`config.mk`:
```
export PLATFORM = sky130hd
export DESIGN_NAME = loop_pfd
export DESIGN_NICKNAME = d
export VERILOG_FILES = /design/src/rtl/pfd_pkg.sv /design/src/rtl/pfd_flags.sv /design/src/rtl/pfd_width_mon.sv /design/src/rtl/pfd_lock_fsm.sv /design/src/rtl/loop_pfd.sv
export SDC_FILE = /design/constraint.sdc
export NUM_CORES = 1
export LEC_CHECK = 0
export BUFFER_PORTS_ARGS = -buffer_cell sky130_fd_sc_hd__buf_2
export CAP_MARGIN = 20
export CORE_MARGIN = 2
export CORE_UTILIZATION = 50
export CTS_BUF_LIST = sky130_fd_sc_hd__clkbuf_8
export CTS_CLUSTER_SIZE = 25
export DETAILED_ROUTE_END_ITERATION = 6
export PLACE_DENSITY = 0.73
export SLEW_MARGIN = 30
export SYNTH_ARGS = -nofsm -noshare
export SYNTH_HDL_FRONTEND = slang
export SYNTH_SLANG_ARGS = --single-unit
```
`constraint.sdc`:
```
create_clock -name clk -period 4.85 [get_ports clk]
set_input_delay 0 -clock clk [delete_from_list [all_inputs] [get_ports clk]]
set_output_delay 0 -clock clk [all_outputs]
set_load 0.02 [all_outputs]
```
`src/rtl/pfd_pkg.sv`:
```
// Package: shared types for the phase-frequency detector.
// Assumes nothing beyond a two-flag detector state.
package pfd_pkg;

    // Drive pair towards the charge pump: en = 0 means high impedance.
    typedef struct packed {
        logic en;
        logic level;
    } drive_t;

    // Map detector flags to the three-state drive.
    function automatic drive_t drive_of(input logic up, input logic dn);
        drive_t d;
        d.en    = up | dn;
        d.level = up;
        return d;
    endfunction

endpackage

```
`src/rtl/pfd_flags.sv`:
```
// Two-flag phase-frequency detector core.
// The reference strobe sets up_q and the oscillator strobe sets dn_q.
// When both would be set, both clear. Standby clears both.
// Assumes strobes are single-cycle and synchronous to clk.
module pfd_flags (
    input  logic clk,
    input  logic rst_n,
    input  logic loop_en,
    input  logic ref_strobe,
    input  logic vco_strobe,
    output logic up_q,
    output logic dn_q
);
    logic up_nx, dn_nx;

    // Next-state: accumulate strobes, reset both once both are set.
    always_comb begin
        up_nx = up_q | ref_strobe;
        dn_nx = dn_q | vco_strobe;
        if ((up_nx && dn_nx) || !loop_en) begin
            up_nx = 1'b0;
            dn_nx = 1'b0;
        end
    end

    // Flag registers.
    always_ff @(posedge clk) begin
        if (!rst_n) begin
            up_q <= 1'b0;
            dn_q <= 1'b0;
        end else begin
            up_q <= up_nx;
            dn_q <= dn_nx;
        end
    end
endmodule

```
`src/rtl/pfd_width_mon.sv`:
```
// Error-pulse width monitor.
// Counts consecutive cycles with the drive enabled and raises viol
// while the count has already reached the programmed limit.
// Assumes the limit is stable during a pulse; the counter saturates.
module pfd_width_mon #(
    parameter int LIM_W = 8
) (
    input  logic             clk,
    input  logic             rst_n,
    input  logic             loop_en,
    input  logic             drv_active,
    input  logic [LIM_W-1:0] width_limit,
    output logic             viol
);
    localparam logic [LIM_W-1:0] CNT_MAX = '1;

    logic [LIM_W-1:0] wcnt;

    // Violation: pulse still active after width_limit cycles already counted.
    assign viol = drv_active && (wcnt >= width_limit);

    // Saturating width counter, cleared between pulses and in standby.
    always_ff @(posedge clk) begin
        if (!rst_n || !loop_en || !drv_active) begin
            wcnt <= '0;
        end else if (wcnt != CNT_MAX) begin
            wcnt <= wcnt + 1'b1;
        end
    end
endmodule

```
`src/rtl/pfd_lock_fsm.sv`:
```
// Out-of-lock flag state.
// Sets unlocked on a width violation or in standby. Clears it after
// CLEAN_CYCLES consecutive violation-free reference intervals.
// Assumes CLEAN_CYCLES >= 1.
module pfd_lock_fsm #(
    parameter int CLEAN_CYCLES = 4
) (
    input  logic clk,
    input  logic rst_n,
    input  logic loop_en,
    input  logic ref_strobe,
    input  logic viol,
    output logic unlocked
);
    localparam int CNT_W = (CLEAN_CYCLES > 1) ? $clog2(CLEAN_CYCLES) : 1;
    localparam logic [CNT_W-1:0] LAST = CNT_W'(CLEAN_CYCLES - 1);

    logic [CNT_W-1:0] clean_cnt;
    logic             dirty;

    // Interval bookkeeping and lock flag update.
    always_ff @(posedge clk) begin
        if (!rst_n || !loop_en) begin
            unlocked  <= 1'b1;
            clean_cnt <= '0;
            dirty     <= 1'b0;
        end else if (viol) begin
            unlocked  <= 1'b1;
            clean_cnt <= '0;
            dirty     <= 1'b1;
        end else if (ref_strobe) begin
            if (dirty) begin
                dirty     <= 1'b0;
                clean_cnt <= '0;
            end else if (clean_cnt == LAST) begin
                unlocked  <= 1'b0;
            end else begin
                clean_cnt <= clean_cnt + 1'b1;
            end
        end
    end
endmodule

```
`src/rtl/loop_pfd.sv`:
```
// Top: three-state phase-frequency detector with an out-of-lock flag.
// Combines the flag core, the pulse-width monitor and the lock state.
// Assumes all inputs are synchronous to clk.
module loop_pfd
    import pfd_pkg::*;
#(
    parameter int LIM_W        = 8,
    parameter int CLEAN_CYCLES = 4
) (
    input  logic             clk,
    input  logic             rst_n,
    input  logic             loop_en,
    input  logic             ref_strobe,
    input  logic             vco_strobe,
    input  logic [LIM_W-1:0] width_limit,
    output logic             drv_en,
    output logic             drv_level,
    output logic             unlocked
);
    logic   up_w, dn_w, viol_w;
    drive_t drv;

    pfd_flags u_flags (
        .clk        (clk),
        .rst_n      (rst_n),
        .loop_en    (loop_en),
        .ref_strobe (ref_strobe),
        .vco_strobe (vco_strobe),
        .up_q       (up_w),
        .dn_q       (dn_w)
    );

    // Three-state drive derived from the flags.
    assign drv       = drive_of(up_w, dn_w);
    assign drv_en    = drv.en;
    assign drv_level = drv.level;

    pfd_width_mon #(.LIM_W(LIM_W)) u_mon (
        .clk         (clk),
        .rst_n       (rst_n),
        .loop_en     (loop_en),
        .drv_active  (drv.en),
        .width_limit (width_limit),
        .viol        (viol_w)
    );

    pfd_lock_fsm #(.CLEAN_CYCLES(CLEAN_CYCLES)) u_lock (
        .clk        (clk),
        .rst_n      (rst_n),
        .loop_en    (loop_en),
        .ref_strobe (ref_strobe),
        .viol       (viol_w),
        .unlocked   (unlocked)
    );
endmodule

```
# Word level (Yosys, flattened, before mapping)
# Index checks and enable logic that the tools add are counted.
[classes]
add_sub_neg = 2
mul = 0
div_mod_pow = 0
n_lt_le_gt_ge = 1
eq_ne = 3
shifts = 0
muxes = 4
bitwise_logic = 5
n_reduce_logical = 13
[ops]
columns = ["cell", "n"]
rows = [
  ["adder 8 x 1 -> 8 bit (second input constant)", 1],
  [">= comparator 8 bit", 1],
  ["!= test 8 bit (second input constant)", 1],
  ["2-to-1 mux 2 bit", 2],
  ["OR reduction 2 bit", 2],
  ["zero test 1 bit", 3],
  ["logical OR 1 bit", 3],
  ["OR 1 bit", 3],
  ["AND reduction 3 bit", 1],
  ["adder 2 x 1 -> 2 bit (second input constant)", 1],
  ["== test 2 bit (second input constant)", 1],
  ["logical AND 1 bit", 2],
  ["2-to-1 mux 1 bit", 2],
  ["!= test 2 x 1 -> 1 bit (second input constant)", 1],
  ["NOT 1 bit", 2],
  ["AND reduction 2 bit", 1],
  ["nonzero test 2 bit", 1],
]
[totals]
reg_bits = 14
latchBits = 0
ram_bits = 0
mem_bits_ro = 0
output_inout_bits = 3
wordCells = 34
n_memories = 0

# Depth between registers and ports, before layout
# Gate-level depths: netlist of the first run.
[logic_depth]
depth_word = 4
ltp_mapped = 6
mapped_depth_nobuf = 6

# By module
# From an unflattened synthesis of the first run, not the netlist that was laid out.
[hier_totals]
cells_unflattened = 97
area_unflattened_um2 = 835.8
[modules_own_cells]
columns = ["module", "n_inst", "cells_each", "area_each_um2"]
rows = [
  ["pfd_width_mon", 1, 67, 579.3],
  ["pfd_lock_fsm", 1, 22, 186.4],
  ["pfd_flags", 1, 7, 63.8],
  ["loop_pfd", 1, 1, 6.3],
]

# Worst setup path after synthesis of the first run
# OpenSTA, ideal clock, no wires.
[synth_timing]
path_type = "register -> register"
start = "register u_mon.wcnt[0]"
end = "register u_lock.unlocked"
arrival_ns = 1.806
path_slack_ns = 2.922
stages_incl_launch_ff = 7
n_path_buf = 0
period_less_slack_ns = 1.928
cell_sequence = "dfxtp_1 -> inv_1 -> ha_1 -> nand2b_4 -> a2111o_1 -> a211o_1 -> a221o_1"
[synth_between]
elab_chain_cells = 3
[synth_rtl]
columns = ["item", "line", "source"]
rows = [
  ["start: declaration", "pfd_width_mon.sv:17", "logic [LIM_W-1:0] wcnt;"],
  ["start signal: assignment", "pfd_width_mon.sv:27", "wcnt <= wcnt + 1'b1;"],
  [">= comparator 8 bit", "pfd_width_mon.sv:20", "assign viol = drv_active && (wcnt >= width_limit);"],
  ["logical AND 1 bit", "pfd_width_mon.sv:20", ""],
  ["OR reduction 2 bit (no line)", "n/a", ""],
  ["end signal: assignment", "pfd_lock_fsm.sv:24", "unlocked <= 1'b1;"],
  ["end signal: assignment", "pfd_lock_fsm.sv:28", "unlocked <= 1'b1;"],
  ["end signal: assignment", "pfd_lock_fsm.sv:36", "unlocked <= 1'b0;"],
  ["end: declaration", "pfd_lock_fsm.sv:13", "output logic unlocked"],
]
# Every way passes these cells.
# A chain may end at the register's enable or synchronous reset.

# Final worst setup path of the first run
# Ends and elaborated chain as after synthesis.

==> results of run 1 <==
[logic make-up (layout without fill, tap and decap cells)]
kind of cell	after synthesis	in the layout	share of synthesized area (%)
XOR/XNOR	2	2	2.16
AO/OA/AOI/OAI	23	23	19.8
adder cells (fa/ha/maj)	10	10	15.5
flip-flops	14	14	34.6
AND/OR/NAND/NOR	33	33	21.2
multiplexers	1	1	1.24
buffers and inverters	12	30	5.56
[per-layer routing]
layer  up-vias  global-route usage [%]  wire length (um)
li1        384                       -                 -
met1       324                    23.1               764
met2        21                    28.2               739
met3         5                    6.12                90
met4         0                    15.2                38
met5         -                       0                 0
[sequential cells by signal (all words and copies together) (netlist names)]
register          flops
u_mon.wcnt            8
u_lock.clean_cnt      2
u_flags.dn_q          1
u_flags.up_q          1
u_lock.dirty          1
u_lock.unlocked       1
[stage by stage]
step,power (W),area (um2)
floorplan,0.000131,810
global placement,0.000139,901
detailed placement,0.000140,901
CTS,0.000253,956
global route,0.000260,956
finish,0.000251,956
[area by class of cell]
class / instances / area (um2) / share of cell area, %
Clock buffer: 4 / 55.1 / 5.76
Inverter: 11 / 41.3 / 4.32
Multi-Input combinational cell: 69 / 484 / 50.7
Sequential cell: 14 / 280 / 29.3
Tap cell: 16 / 20.0 / 2.09
Timing Repair Buffer: 15 / 75.1 / 7.85
[critical path: cells and delay by family (launching register included)]
family / cells / cell delay (ps)
adders and majority gates: 1 / 280
buffers and inverters: 1 / 80
AOI/OAI and AO/OA: 3 / 1070
and+or+nand+nor: 1 / 140
DFF: 1 / 360
[worst paths after layout]
| check | end | slack, ps | cells past startpoint |
|---|---|---|---|
| worst max-delay path | u_lock.unlocked$_SDFFE_PP1P_ | 2810 | 6 |
| worst max register to register | u_lock.unlocked$_SDFFE_PP1P_ | 2810 | 6 |
| worst min register to register | u_flags.dn_q$_SDFF_PP0_ | 450 | 1 |
| worst min-delay path | u_flags.dn_q$_SDFF_PP0_ | -2 | 2 |
[power breakdown]
part	total, W	leakage, nW	switching [W]	internal (W)
Clock	0.000114	0.0288	0.0000419	0.0000720
Sequential	0.000117	0.113	0.000000739	0.000116
Combinational	0.0000200	0.292	0.0000102	0.00000984
Total	0.000251	0.434	0.0000529	0.000198
[Yosys cell counts]
| master | n |
|---|---|
| mux2i_1 | 1 |
| xor2_1 | 1 |
| nand3_1 | 4 |
| o21bai_1 | 1 |
| a31oi_1 | 2 |
| o2111ai_1 | 1 |
| a221o_1 | 1 |
| nand4_1 | 3 |
| or2_2 | 1 |
| a211o_1 | 1 |
| nand2_1 | 3 |
| o21ai_0 | 5 |
| nor3b_1 | 1 |
| nand2b_4 | 1 |
| nor4_1 | 1 |
| dfxtp_1 | 14 |
| a2111o_1 | 1 |
| a21boi_0 | 1 |
| clkbuf_1 | 1 |
| a21oi_1 | 3 |
| nor2b_1 | 1 |
| inv_1 | 11 |
| nor3_1 | 4 |
| nor2_1 | 11 |
| a211oi_1 | 4 |
| a22oi_1 | 1 |
| ha_1 | 10 |
| nand3b_1 | 1 |
| xnor2_1 | 1 |
| a2111oi_0 | 1 |
| and3_1 | 2 |
| o211ai_1 | 1 |
==> flow_summary_export.csv, run 1 <==
group,metric,value,unit
route,vias,734,
worst_hold_path,hp-start,"ref_strobe",
timing,whs,-2.26,ps
setup_path,path_cells,"inv_1 > ha_1 > nand2b_4 > a2111o_1 > a211o_1 > a221o_1",
setup_path,crit_start,"u_mon.wcnt[0]$_SDFFE_PP0P_",
route,avgRoutedWirePerCell,12.7,um
clocking,cts_buffers,3,
timing,fin_tns_setup,0,ps
die,num_rows,14,
clocking,hold_buffers,0,
die,die_area,1960,um2
timing,drv_slew,0,
setup_path,crit_slowest_cell,"a2111o_1",
timing,max_clock_freq,489,MHz
die,start_util,53.7,%
timing,post-route-period-util,42.2,%
pwr,leakage,0.434,nW
finish,fin_nets,137,
finish,drive_above_1_share,18.6,%
place,dp_hpwl,1290,um
setup_path,r2r-start,"u_mon.wcnt[0]$_SDFFE_PP0P_",
setup_path,cp_data_arrival_time,2180,ps
die,core,1510,um2
die,chipHeight,44.2,um
place,dp.cells,125,
worst_hold_path,hold_class,"in2reg",
route,dr.pass1.iters,4,
timing,skew,1.28,ps
yosys,ys_ff_latch,14,
grt,grt_pass1_wl,2680,um
timing,finalSetupViolations,0,
place,place_congestion,0.792,
grt,antenna_found_initial,0,
flow_run,maxCapViolCount,0,
route,via_per_inst,5.69,
pwr,power_density,263,nW/um2
setup_path,critPathCaptureType,"flop",
finish,final_common_cell,"buf_2",
timing,slew-limit-headroom,74.2,%
yosys,ys_types,32,
grt,grt_pass1_vias,664,
grt,gr-total-overflow,0,
clocking,htreeDepth,1,
finish,fillers,150,
outcome,violations,"hold timing",
clocking,cts_resized,0,
pwr,ir_worst_vdd,242,uV
route,routed_wl,1630,um
yosys,avgSynthCellArea,8.52,um2
timing,rsz0062_at_grt,"no",
yosys,syn_nets,118,
grt,grt_max_degree,9,
clocking,clk_latency,250,ps
finish,finalNonFillerCells,129,
clocking,clk_pin_slew,60,ps
finish,area_delta_synth_final,18.1,%
clocking,postCtsSetupRepairBufs,0,
timing,period_minus_slack,2040,ps
die,fp.dieW,44.2,um
place,place_ws,2800,ps
yosys,synth_area,810,um2
route,drt_iter0_markers,16,
yosys,synth_area_leaders,"dfxtp_1, ha_1, inv_1, nor2_1, a211oi_1",
route,drc,0,
grt,grt_usage,19.3,%
route,ant_nets,0,
yosys,syn_inst,95,
setup_path,start_kind,"flop",
setup_path,critPathMaxStageDelay,430,ps
yosys,synth_warnings,0,
setup_path,crit_required,4990,ps
clocking,clock-root-buffer,"clkbuf_8",
die,ioPinCount,16,
finish,layout.cells.most_common_list,"buf_2, dfxtp_1, inv_1, nor2_1, ha_1",
timing,layout_setup_ws,2810,ps
finish,num_antenna_cells,0,
finish,final_util,63.5,%
yosys,seq_area_frac_synth,34.6,%
clocking,tritoncts,"done",
place,portBuffers,15,
yosys,synth_top_area_cell,"dfxtp_1",
setup_path,critPathMaxFanout,4,
yosys,yosys.area.top_type_share,34.6,%
setup_path,path_class,"reg2reg",
outcome,status,"finished with violations",
timing,hold_violations,1,
clocking,cts.sinks,14,
timing,tightest_slew,377,ps
clocking,clock_path_buffers,2,
(Power assumes the default switching activity.)
==> run 2: changes to the inputs <==
Settings changed: PLACE_DENSITY 0.73 to 0.76.
Clock period 4.85 ns to 1.8 ns, I/O delays scaled along.
==> run 2 against run 1 <==
Net effect: the flow finishes with violations (setup timing); clock skew up 4.2 ps; wire length up 4.9%; die area unchanged; final cell count up 4.7%; clock-buffer cell count unchanged; hold slack better by 5.0 ps; setup slack worse by 2800 ps; sequential power rose to 2.7 times the previous value; register-to-register slack worse by 2800 ps; non-clock buffer count up 6; via count up 2.6%; critical endpoint unchanged; highest routed layer unchanged.
==> flow_summary_export.csv, run 2 (same netlist as run 1, synthesis figures left out) <==
group,metric,value,unit
clocking,htreeDepth,1,
route,ant_nets,0,
route,drc,0,
pwr,leakage,0.467,nW
setup_path,critPathCaptureType,"flop",
finish,seqCellArea,282,um2
timing,max_clock_freq,549,MHz
finish,max_flop_register,"u_mon.wcnt",
finish,num_antenna_cells,0,
outcome,violations,"setup timing",
setup_path,start_kind,"flop",
setup_path,critical_path.reg2reg.endpoint,"u_lock.unlocked$_SDFFE_PP1P_",
timing,period_minus_slack,1820,ps
die,fp.dieW,44.2,um
place,portBuffers,15,
die,chipHeight,44.2,um
pwr,power_density,676,nW/um2
setup_path,crit_required,1930,ps
setup_path,critPathMaxFanout,3,
timing,post-route-period-util,101,%
timing,tightest_slew,349,ps
worst_hold_path,hold_depth,2,
place,dp_hpwl,1310,um
finish,largest_register_ffs,8,
setup_path,worstSetupEndpoint,"u_lock.unlocked$_SDFFE_PP1P_",
clocking,clock_path_buffers,2,
finish,fillers,134,
die,start_util,53.7,%
clocking,tritoncts,"done",
clocking,postCtsSetupRepairBufs,0,
grt,grt_usage,20.8,%
die,ioPinCount,16,
pwr,ir_worst_vdd,547,uV
timing,drv_slew,0,
outcome,status,"finished with violations",
finish,finish.instance_area,1010,um2
finish,multi_input_area,497,um2
route,via_per_inst,5.58,
setup_path,r2r_slack,-20,ps
timing,rsz0062_at_grt,"yes",
setup_path,r2r-start,"u_mon.wcnt[0]$_SDFFE_PP0P_",
timing,layout_setup_ws,-21.7,ps
finish,layout.cells.most_common_list,"buf_2, dfxtp_1, nor2_1",
grt,grt_pass1_wl,2970,um
clocking,clk_latency,250,ps
setup_path,rr_worst_depth,6,
finish,area_delta_synth_final,25.3,%
timing,fin_tns_setup,-21.7,ps
clocking,clock-root-buffer,"clkbuf_8",
setup_path,crit_start,"u_mon.wcnt[0]$_SDFFE_PP0P_",
grt,grt_pass1_vias,700,
finish,reg_top3,"u_mon.wcnt (8), u_lock.clean_cnt (2)",
die,num_rows,14,
timing,skew,5.46,ps
grt,grt_max_degree,9,
place,placedInstanceArea,960,um2
route,dr.pass1.iters,4,
timing,finalSetupViolations,1,
route,vias,753,
clocking,cts_buffers,3,
route,avgRoutedWirePerCell,12.7,um
die,core,1510,um2
clocking,cts.sinks,14,
clocking,hold_buffers,0,
worst_hold_path,hold_class,"in2reg",
clocking,clk_pin_slew,60,ps
finish,final_common_cell,"buf_2",
setup_path,path_class,"reg2reg",
flow_run,maxCapViolCount,0,
die,die_area,1960,um2
finish,fin_nets,143,
route,drt_iter0_markers,10,
setup_path,cp_data_arrival_time,1960,ps
timing,hold_violations,0,
timing,slew-limit-headroom,76.1,%
grt,antenna_found_initial,0,
finish,drive_above_1_share,25.2,%
route,routed_wl,1710,um
grt,gr-total-overflow,0,
place,place_congestion,0.798,
-- run 2: cell types whose count changed in the layout (fill, tap and decap cells not counted), sizes merged --
cell and change:
buf +6
-- run 2: repair_timing --
item	in CTS	in global routing
pin swaps	1	0
gates resized for setup	0	0
endpoints found under the setup margin	1	2
-- run 2: final cells by class --
| cell class | instances | area share (%) |
|---|---|---|
| Multi-Input combinational cell | 69 | 49.0 |
| Sequential cell | 14 | 27.7 |
| Clock buffer | 4 | 5.43 |
| Inverter | 11 | 4.07 |
| Tap cell | 16 | 1.97 |
| Timing Repair Buffer | 21 | 11.8 |
-- run 2: worst max-delay path, stage by stage, from the launching register on --
cell and delay (ps):
dfxtp_2 320, inv_2 70, ha_4 190, nand2b_4 120
a2111o_1 390, a211o_1 300, a221o_1 320
-- run 2: power breakdown --
part | total (W) | switching, W | leakage, nW | internal (W)
logic | 0.0000579 | 0.0000290 | 0.325 | 0.0000289
registers | 0.000315 | 0.00000196 | 0.114 | 0.000313
clock network | 0.000313 | 0.000119 | 0.0288 | 0.000194
-- run 2: metrics by stage --
step                      hold slack [ps]  cells  worst slack [ps]  power (W)  util (%)
after floorplan                      78.7     95              4.57   0.000356         -
after global placement                247    131             -5.28   0.000377      63.7
after detailed placement              261    131             -44.5   0.000380      63.7
after CTS                            1.01    135             -31.9   0.000690      67.4
after global routing                 18.6    135              -102   0.000706      67.4
final                                2.78    135             -21.7   0.000686      67.4
-- run 2: worst min path at each step --
stage,startpoint,endpoint,slack (ps)
3_5_place_dp,ref_strobe,u_flags.dn_q$_SDFF_PP0_,260
6_report,ref_strobe,u_flags.dn_q$_SDFF_PP0_,3
5_1_grt,ref_strobe,u_flags.dn_q$_SDFF_PP0_,20
3_3_place_gp,ref_strobe,u_flags.dn_q$_SDFF_PP0_,250
4_1_cts,ref_strobe,u_flags.dn_q$_SDFF_PP0_,1
2_1_floorplan,ref_strobe,u_flags.dn_q$_SDFF_PP0_,80
-- run 2: metal layers --
layer / vias up / global-route usage, % / wire length [um]
met5: - / 0 / 0
met3: 4 / 3.67 / 40
met1: 343 / 26.7 / 853
met4: 0 / 10.9 / 31
li1: 396 / - / -
met2: 10 / 33.2 / 787
==> run 3: changes to the inputs <==
Settings changed: CORE_UTILIZATION 50 to 35, PLACE_DENSITY 0.76 to not set.
==> run 3 against run 2 <==
Net effect: the run now ends clean; non-clock buffer count is 2 higher; first-iteration DRC count is 20% lower; maximum frequency is 1.6% higher; wire length is 1.1% lower; clock-buffer cell count is 1 lower; register-to-register slack better by 30 ps; via count is 3.3% higher; total power is 9.1% lower; core utilization is 20 points lower; critical path type unchanged; largest cell class unchanged; highest routed layer unchanged.
==> flow_summary_export.csv, run 3 (same netlist as run 1, synthesis figures left out) <==
group,metric,value,unit
outcome,status,"completed",
timing,skew,0.981,ps
pwr,power_frac_seq,50.6,%
timing,drv_slew,0,
finish,fillers,219,
finish,finish.instance_area,1030,um2
grt,grt_pass1_vias,664,
finish,finalNonFillerCells,148,
clocking,htreeDepth,1,
timing,rsz0062_at_grt,"yes",
finish,final_common_cell,"buf_2",
timing,slew-limit-headroom,75.3,%
pwr,power_density,604,nW/um2
grt,grt_max_degree,9,
worst_hold_path,hold_class,"in2reg",
timing,max_clock_freq,558,MHz
pwr,p_switching,0.000132,W
place,place_congestion,0.717,
grt,top_usage_layer,"met2",
route,drt_iter0_markers,8,
finish,num_antenna_cells,0,
pwr,swShare,21.2,%
die,start_util,37.0,%
route,dr.pass1.iters,5,
pwr,comb_power_share,9.7,%
die,ioPinCount,16,
clocking,clk_pin_slew,50,ps
finish,multi_input_area,497,um2
finish,largest_register_ffs,8,
pwr,ir_worst_vdd,318,uV
route,routed_wl,1690,um
die,num_rows,17,
place,dp_hpwl,1360,um
die,die_area,2710,um2
grt,grt_use_met2,23.4,%
place,placedInstanceArea,982,um2
setup_path,critPathCaptureType,"flop",
die,core,2190,um2
setup_path,critPathTopFamily,"compound AO/OA/AOI/OAI gates",
setup_path,path_class,"reg2reg",
finish,reg_top3,"u_mon.wcnt (8), u_lock.clean_cnt (2)",
clocking,cts.sinks,14,
finish,layout.cells.most_common_list,"buf_2, dfxtp_1, nor2_1",
clocking,cts_resized,0,
route,ant_nets,0,
pwr,p_int,0.000492,W
clocking,clock-root-buffer,"clkbuf_8",
place,portBuffers,15,
clocking,clk_latency,240,ps
timing,tightest_slew,360,ps
die,fp.dieW,52.1,um
finish,fin_nets,145,
clocking,clock_path_buffers,2,
finish,final_util,47.2,%
place,dp.cells,144,
die,chipHeight,52.1,um
route,vias,778,
route,avgRoutedWirePerCell,11.4,um
finish,seqCellArea,282,um2
grt,grt_pass1_wl,2750,um
setup_path,critPathMaxFanout,3,
timing,whs,34.7,ps
grt,grtUsageMet1,16.0,%
pwr,p_clk_share,39.7,%
clocking,cts_buffers,3,
route,drc,0,
timing,hold_violations,0,
setup_path,crit_buf_inv,1,
clocking,postCtsSetupRepairBufs,0,
clocking,tritoncts,"done",
setup_path,path_cells,"inv_2 > ha_4 > nand2b_4 > a2111o_1 > a211o_1 > a221o_1",
setup_path,crit_slowest_cell,"a2111o_1",
finish,max_flop_register,"u_mon.wcnt",
grt,use_met3,2.59,%
timing,post-route-period-util,99.6,%
route,via_per_inst,5.26,
setup_path,start_kind,"flop",
setup_path,critPathMaxStageDelay,370,ps
flow_run,maxCapViolCount,0,
timing,finalSetupViolations,0,
finish,drive_above_1_share,25.0,%
grt,grt_usage,13.8,%
setup_path,cp_data_arrival_time,1920,ps
timing,period_minus_slack,1790,ps
setup_path,crit_required,1930,ps
grt,gr-total-overflow,0,
finish,area_delta_synth_final,27.7,%
grt,antenna_found_initial,0,
pwr,leakage,0.470,nW
-- run 3: routing by layer --
metal	vias up	part of all wire, %
met5	-	0
met1	347	47
met3	8	3.5
li1	401	-
met4	0	2.2
met2	22	47
-- run 3: worst min-delay path: cells and delay by family --
family	cells	cell delay [ps]
AOI/OAI and AO/OA	1	70
buffers and inverters	1	80
and+or+nand+nor	2	80
-- run 3: power groups by stage --
stage	sequential, W	combinational [W]	clock [W]
CTS	0.000315	0.0000612	0.000260
global route	0.000316	0.0000681	0.000275
floorplan	0.000323	0.0000330	0
detailed placement	0.000322	0.0000590	0
finish	0.000315	0.0000607	0.000248
global placement	0.000322	0.0000568	0
-- run 3: path summary, 6_finish.rpt --
check | startpoint | end | slack, ps | depth (start not counted)
worst min-delay path | vco_strobe | u_flags.up_q$_SDFF_PP0_ | 30 | 4
worst max-delay path | u_mon.wcnt[0]$_SDFFE_PP0P_ | u_lock.unlocked$_SDFFE_PP1P_ | 7 | 6
worst max register to register | u_mon.wcnt[0]$_SDFFE_PP0P_ | u_lock.unlocked$_SDFFE_PP1P_ | 7 | 6
worst min register to register | u_flags.up_q$_SDFF_PP0_ | u_flags.dn_q$_SDFF_PP0_ | 470 | 1
-- run 3: timing repair --
| action | 4_1_cts | 5_1_grt |
|---|---|---|
| pin swaps | 1 | 0 |
| hold buffers | 1 | 0 |
| endpoints found under the setup margin | 1 | 1 |
| endpoints found under the hold margin | 1 | 0 |
-- run 3: layout make-up --
class	instances	area share (%)
multi-input combinational	69	48.1
sequential	14	27.2
timing repair buffer	23	13.3
clock buffer	3	4.00
inverter	11	4.00
tap	28	3.39
-- run 3: stage by stage --
step	setup slack (ps)	power, W	TNS [ps]
global route	-58.7	0.000658	-58.7
global placement	-3.14	0.000379	-3.14
finish	6.78	0.000624	0
detailed placement	-16.8	0.000381	-16.8
CTS	3.15	0.000636	0
floorplan	4.57	0.000356	0
